===== src/rtl/cp_xfer_pkg.sv =====
package cp_xfer_pkg;
  typedef enum logic [1:0] {
    HS_HOLD  = 2'b00,
    HS_MORE  = 2'b01,
    HS_NONE  = 2'b10,
    HS_FINAL = 2'b11
  } hs_code_t;

  typedef enum logic [1:0] {
    ST_IDLE = 2'd0,
    ST_WAIT = 2'd1,
    ST_MOVE = 2'd2
  } seq_state_t;
endpackage


===== src/rtl/cp_hs_fsm.sv =====
module cp_hs_fsm
  import cp_xfer_pkg::*;
#(
  parameter int unsigned DEPTH  = 16,
  parameter int unsigned WAIT_W = 4,
  localparam int unsigned IDX_W = $clog2(DEPTH),
  localparam int unsigned CNT_W = $clog2(DEPTH + 1)
) (
  input  logic              clk,
  input  logic              rst,
  input  logic              start,
  input  logic              start_load,
  input  logic [WAIT_W-1:0] wait_len,
  input  logic [CNT_W-1:0]  word_cnt,
  input  logic              stall,
  output hs_code_t          hs,
  output logic              idle,
  output logic              move,
  output logic              last_move,
  output logic              load_mode,
  output logic [IDX_W-1:0]  idx,
  output logic [IDX_W-1:0]  rd_idx
);
  seq_state_t        state_q, state_d;
  logic [CNT_W-1:0]  rem_q, rem_d, cnt_eff;
  logic [WAIT_W-1:0] wait_q, wait_d;
  logic [IDX_W-1:0]  idx_q, idx_d;
  hs_code_t          hs_q, hs_d;
  logic              load_q;

  // clamp the requested word count into 1..DEPTH
  always_comb begin
    if (word_cnt == '0)
      cnt_eff = CNT_W'(1);
    else if (word_cnt > CNT_W'(DEPTH))
      cnt_eff = CNT_W'(DEPTH);
    else
      cnt_eff = word_cnt;
  end

  always_comb begin
    state_d = state_q;
    rem_d   = rem_q;
    wait_d  = wait_q;
    idx_d   = idx_q;
    case (state_q)
      ST_IDLE: begin
        if (start) begin
          rem_d   = cnt_eff;
          idx_d   = '0;
          wait_d  = wait_len;
          state_d = (wait_len != '0) ? ST_WAIT : ST_MOVE;
        end
      end
      ST_WAIT: begin
        // hold countdown runs on the free clock, stall does not matter
        wait_d = wait_q - WAIT_W'(1);
        if (wait_q == WAIT_W'(1)) state_d = ST_MOVE;
      end
      ST_MOVE: begin
        if (!stall) begin
          idx_d = idx_q + IDX_W'(1);
          rem_d = rem_q - CNT_W'(1);
          if (rem_q == CNT_W'(1)) state_d = ST_IDLE;
        end
      end
      default: state_d = ST_IDLE;
    endcase
  end

  // registered handshake code is derived from the next state
  always_comb begin
    case (state_d)
      ST_WAIT: hs_d = HS_HOLD;
      ST_MOVE: hs_d = (rem_d == CNT_W'(1)) ? HS_FINAL : HS_MORE;
      default: hs_d = HS_NONE;
    endcase
  end

  always_ff @(posedge clk) begin
    if (rst) begin
      state_q <= ST_IDLE;
      hs_q    <= HS_NONE;
      rem_q   <= '0;
      wait_q  <= '0;
      idx_q   <= '0;
      load_q  <= 1'b0;
    end else begin
      state_q <= state_d;
      hs_q    <= hs_d;
      rem_q   <= rem_d;
      wait_q  <= wait_d;
      idx_q   <= idx_d;
      if (state_q == ST_IDLE && start) load_q <= start_load;
    end
  end

  assign hs        = hs_q;
  assign idle      = (state_q == ST_IDLE);
  assign move      = (state_q == ST_MOVE) && !stall;
  assign last_move = move && (rem_q == CNT_W'(1));
  assign load_mode = load_q;
  assign idx       = idx_q;
  assign rd_idx    = idx_d;
endmodule


===== src/rtl/cp_word_buf.sv =====
module cp_word_buf #(
  parameter int unsigned DATA_W = 32,
  parameter int unsigned DEPTH  = 16,
  localparam int unsigned IDX_W = $clog2(DEPTH)
) (
  input  logic              clk,
  input  logic              we,
  input  logic [IDX_W-1:0]  waddr,
  input  logic [DATA_W-1:0] wdata,
  input  logic [IDX_W-1:0]  raddr,
  output logic [DATA_W-1:0] rdata
);
  logic [DATA_W-1:0] mem [DEPTH];
  logic [DATA_W-1:0] rdata_q;

  // one write port, one registered read port
  always_ff @(posedge clk) begin
    if (we) mem[waddr] <= wdata;
    rdata_q <= mem[raddr];
  end

  assign rdata = rdata_q;
endmodule


===== src/rtl/cp_xfer_seq.sv =====
module cp_xfer_seq
  import cp_xfer_pkg::*;
#(
  parameter int unsigned DATA_W = 32,
  parameter int unsigned DEPTH  = 16,
  parameter int unsigned WAIT_W = 4,
  parameter int unsigned CPN_W  = 4,
  parameter logic [CPN_W-1:0] CP_ID = CPN_W'(7),
  localparam int unsigned IDX_W = $clog2(DEPTH),
  localparam int unsigned CNT_W = $clog2(DEPTH + 1)
) (
  input  logic              clk,
  input  logic              rst,
  input  logic              cp_issue,
  input  logic              cp_is_load,
  input  logic [CPN_W-1:0]  cp_sel,
  input  logic              cp_pass,
  input  logic              cp_cancel,
  input  logic              core_stall,
  input  logic [WAIT_W-1:0] busy_cycles,
  input  logic [CNT_W-1:0]  xfer_words,
  input  logic [DATA_W-1:0] ld_data,
  output logic [1:0]        hs_code,
  output logic [DATA_W-1:0] st_data,
  output logic              st_own,
  output logic              ld_done
);
  hs_code_t         hs;
  logic             idle, move, last_move, load_mode, start, mine;
  logic [IDX_W-1:0] idx, rd_idx;
  logic             own_q, done_q;

  assign mine  = (cp_sel == CP_ID);
  assign start = cp_issue && idle && mine && cp_pass && !cp_cancel;

  cp_hs_fsm #(
    .DEPTH (DEPTH),
    .WAIT_W(WAIT_W)
  ) u_fsm (
    .clk       (clk),
    .rst       (rst),
    .start     (start),
    .start_load(cp_is_load),
    .wait_len  (busy_cycles),
    .word_cnt  (xfer_words),
    .stall     (core_stall),
    .hs        (hs),
    .idle      (idle),
    .move      (move),
    .last_move (last_move),
    .load_mode (load_mode),
    .idx       (idx),
    .rd_idx    (rd_idx)
  );

  cp_word_buf #(
    .DATA_W(DATA_W),
    .DEPTH (DEPTH)
  ) u_buf (
    .clk  (clk),
    .we   (move && load_mode),
    .waddr(idx),
    .wdata(ld_data),
    .raddr(rd_idx),
    .rdata(st_data)
  );

  // bus ownership follows every announcement, dropped or not
  always_ff @(posedge clk) begin
    if (rst) begin
      own_q  <= 1'b0;
      done_q <= 1'b0;
    end else begin
      if (cp_issue) own_q <= mine && !cp_is_load;
      done_q <= last_move && load_mode;
    end
  end

  assign hs_code = hs;
  assign st_own  = own_q;
  assign ld_done = done_q;
endmodule


===== config.mk =====
export PLATFORM = sky130hd
export DESIGN_NAME = cp_xfer_seq
export DESIGN_NICKNAME = d
export VERILOG_FILES = /design/src/rtl/cp_xfer_pkg.sv /design/src/rtl/cp_hs_fsm.sv /design/src/rtl/cp_word_buf.sv /design/src/rtl/cp_xfer_seq.sv
export SDC_FILE = /design/constraint.sdc
export NUM_CORES = 1
export LEC_CHECK = 0
export ABC_AREA = 1
export ABC_CLOCK_PERIOD_IN_PS = 3100
export CAP_MARGIN = 20
export CORE_ASPECT_RATIO = 0.6
export CORE_MARGIN = 2
export CORE_UTILIZATION = 55
export DETAILED_ROUTE_END_ITERATION = 6
export MAX_ROUTING_LAYER = met4
export PLACE_DENSITY = 0.74
export SYNTH_ARGS = -nofsm -noshare
export SYNTH_HDL_FRONTEND = slang
export SYNTH_HIERARCHICAL = 1
export SYNTH_SLANG_ARGS = --single-unit
export TNS_END_PERCENT = 100

===== constraint.sdc =====
create_clock -name clk -period 3.1 [get_ports clk]
set_clock_uncertainty 0.15 [all_clocks]
set_input_delay 0.62 -clock clk [delete_from_list [all_inputs] [get_ports clk]]
set_output_delay 0.62 -clock clk [all_outputs]
set_load 0.02 [all_outputs]

==> qor.yml <==
worst_setup_path:
  path_max_fanout: 44
  slowest_delay_ps: 500
  crit_start: "u_fsm/state_q[0]$_SDFF_PP0_"
  critPathSlowestCell: "dfxtp_1"
  rr_startpoint: "u_fsm/state_q[0]$_SDFF_PP0_"
  cp.required_ps: 3400
  worst_setup_path_end_kind: "flip-flop"
  critical_path_class: "flip-flop to flip-flop"
  path_common_cell: "nand3_1"
  crit_arrival_ps: 2940
  crit_path_start_kind: "flip-flop"
  cp_cell_sequence: "buf_4 -> inv_2 -> nand3_2 -> inv_1 -> or2_1 -> inv_1 -> a21oi_4 -> inv_6 -> buf_12 -> nand2_1 -> nand3_1 -> nand3_1 -> nand3_1 -> nand2_1"
clocking:
  cts_root_buf: "clkbuf_16"
  clk_latency_ps: 570
  cts_tree: "done"
  cts_resized: 0
  cts_buffer_depth: 3
  clock_sinks: 564
  numCtsBuffers: 49
  cts_hold_buf: 0
  h-tree-depth: 2
  clk_pin_slew_ps: 60
  postCtsSetupBuffers: 0
place:
  place_congestion: 0.841
  portBuffers: 87
  placed_cell_area_um2: 26300
  hpwl_um: 32800
power_and_ir_drop:
  leakagePower_nw: 11.7
  worst_ir_drop_vdd_mv: 0.512
  p_per_area_nw_per_um2: 524
  total_power_mw: 14.6
route:
  drt-total-wl_um: 57600
  dr.pass1.iters: 5
  drt-initial-drc-count: 1987
  drc: 0
  viasPerCell: 5.38
  ant_nets: 0
  vias: 16400
  wl_per_cell_um: 18.9
yosys:
  synth_seq_area_share_pct: 68.3
  synth_area_um2: 24000
  syn_nets: 2376
  syn-instance-count: 2319
  ys_warn_count: 6
  ys_seq_elements: 564
  synth_area_per_cell_um2: 10.4
  ys_types: 37
sta:
  rsz0062_at_grt: "false"
  max_slew_margin_pct: 61.1
  tightest_slew_ps: 582
  layout_worst_path_cycle_share_pct: 85.0
  fmax_ghz: 0.380
  setup_viol: 0
  fin_crit_ps: 2630
  hold_violations: 0
  slew_viol_final: 0
worst_hold_path:
  hold_class: "flip-flop to flip-flop"
  hold_start: "u_fsm/load_mode$_SDFFE_PP0P_"
layout:
  multi_input_area_um2: 5430
  area_growth_pct: 16.0
  seq_area_um2: 16400
  antenna_cells: 0
  drive_gt1_share_pct: 7.50
  num-fill-cells: 3273
  nets: 2485
  stdcell_area_um2: 27900
die:
  die_w_um: 274
  fp.coreArea_um2: 43300
  die_area_um2: 45400
  fp-row-count: 59
  die_y_um: 166
  ios: 88
  initial_core_util_pct: 55.6
global_routing:
  grt_usage_pct: 26.3
  grt_max_degree: 69
  antenna_found_initial: 0
  grt_pass1_vias: 16000
  grt_first_pass_wirelength_um: 89300
  gr-total-overflow: 0
run:
  maxCapViolCount: 0
run_status:
  outcome: "complete, no violations"
-- registers in the layout, indices dropped and copies added, names as in the netlist --
register,cells
u_buf/mem,512
u_buf/rdata,32
u_fsm/rem_q,5
u_fsm/idx,4
u_fsm/wait_q,4
u_fsm/hs,2
u_fsm/state_q,2
ld_done,1
st_own,1
u_fsm/load_mode,1
-- placed cells by master (no fill, tap or decap), types with 10 or more instances in the layout --
cell,count
buf_12,50
buf_4,29
clkbuf_1,16
clkbuf_16,53
clkdlybuf4s50_1,87
dfxtp_1,52
edfxtp_1,512
inv_1,420
nand2_1,719
nand3_1,402
nor2_1,25
nor2_4,19
o21ai_0,10
-- stage by stage --
stage	util (%)	hold slack (ps)	setup slack (ps)	instances	setup TNS (ps)
3_3_place_gp	60.7	310	39.4	2956	0
5_1_grt	64.4	355	275	3046	0
4_1_cts	64.4	319	486	3046	0
2_1_floorplan	-	273	-63.8	2319	-24400
3_5_place_dp	60.7	310	32.3	2956	0
6_report	64.4	320	466	3046	0
-- critical path, delay by kind of cell (launching register included) --
| family | cells | cell delay, ps |
|---|---|---|
| buf+inv | 6 | 1040 |
| simple gates | 7 | 720 |
| flops | 1 | 500 |
| compound gates | 1 | 70 |
-- path summary, 6_finish.rpt --
| kind | slack [ps] | depth (start not counted) | end |
|---|---|---|---|
| min | 320 | 2 | ld_done$_SDFF_PP0_ |
| min reg2reg | 320 | 2 | ld_done$_SDFF_PP0_ |
| max | 470 | 14 | u_buf/rdata[19]$_DFF_P_ |
| max reg2reg | 470 | 14 | u_buf/rdata[19]$_DFF_P_ |
-- logic make-up (layout without fill, tap and decap cells) --
logic type,after synthesis,in the layout,share of synthesized area [%]
buf+inv,536,684,9.70
flops,564,564,68.3
simple gates,1182,1182,20.9
fa+ha+maj,5,5,0.260
xor+xnor,2,2,0.0729
compound gates,30,30,0.760
-- report_power, final --
group / switching [mW] / total, mW / internal (mW)
clock: 2.66 / 6.11 / 3.45
sequential: 0.00333 / 8.29 / 8.28
combinational: 0.136 / 0.215 / 0.0796
-- per-layer routing --
metal / vias to the layer above / wire length (um) / GRT usage (%)
met2: 820 / 26200 / 39.7
met5: - / 0 / -
met1: 7754 / 24200 / 37.3
met3: 130 / 5770 / 4.51
met4: 0 / 1430 / 7.04
li1: 7692 / - / -
-- layout make-up --
type | count | area share [%]
flip-flops and latches | 564 | 58.9
multi-input cells | 1219 | 19.5
repair buffers | 166 | 7.50
inverters | 428 | 5.79
clock buffers | 72 | 5.12
well taps | 579 | 2.60
clock inverters | 18 | 0.620
-- cells in the mapped netlist --
cell      count  share of area, %
nand2_1     721                11
edfxtp_1    512                64
inv_1       423               6.6
nand3_1     402               8.4
dfxtp_1      52               4.3
buf_2        42              0.87
nor2_1       41              0.64
buf_6        30               1.4
clkbuf_1     15              0.23
buf_1        14              0.22
o21ai_0      10              0.21
a21oi_1       8              0.17
buf_4         6              0.19
ha_1          5              0.26
inv_2         4             0.062
nand3_2       3              0.12
nand3b_1      3             0.094
nand4_1       3             0.078
nor2_4        3              0.14
o211ai_1      3             0.094
o31ai_1       2             0.062
xnor2_1       2             0.073
a211oi_1      1             0.031
a21oi_2       1             0.036
a221oi_1      1             0.036
a31oi_1       1             0.026
buf_12        1             0.083
inv_4         1             0.026
nand2_2       1             0.026
nand2_4       1             0.047
nor3_1        1             0.021
nor3_2        1             0.042
nor4_1        1             0.026
o21a_1        1             0.031
o21ai_2       1             0.036
o21bai_1      1             0.031
or2_1         1             0.026
(Power assumes the default switching activity.)
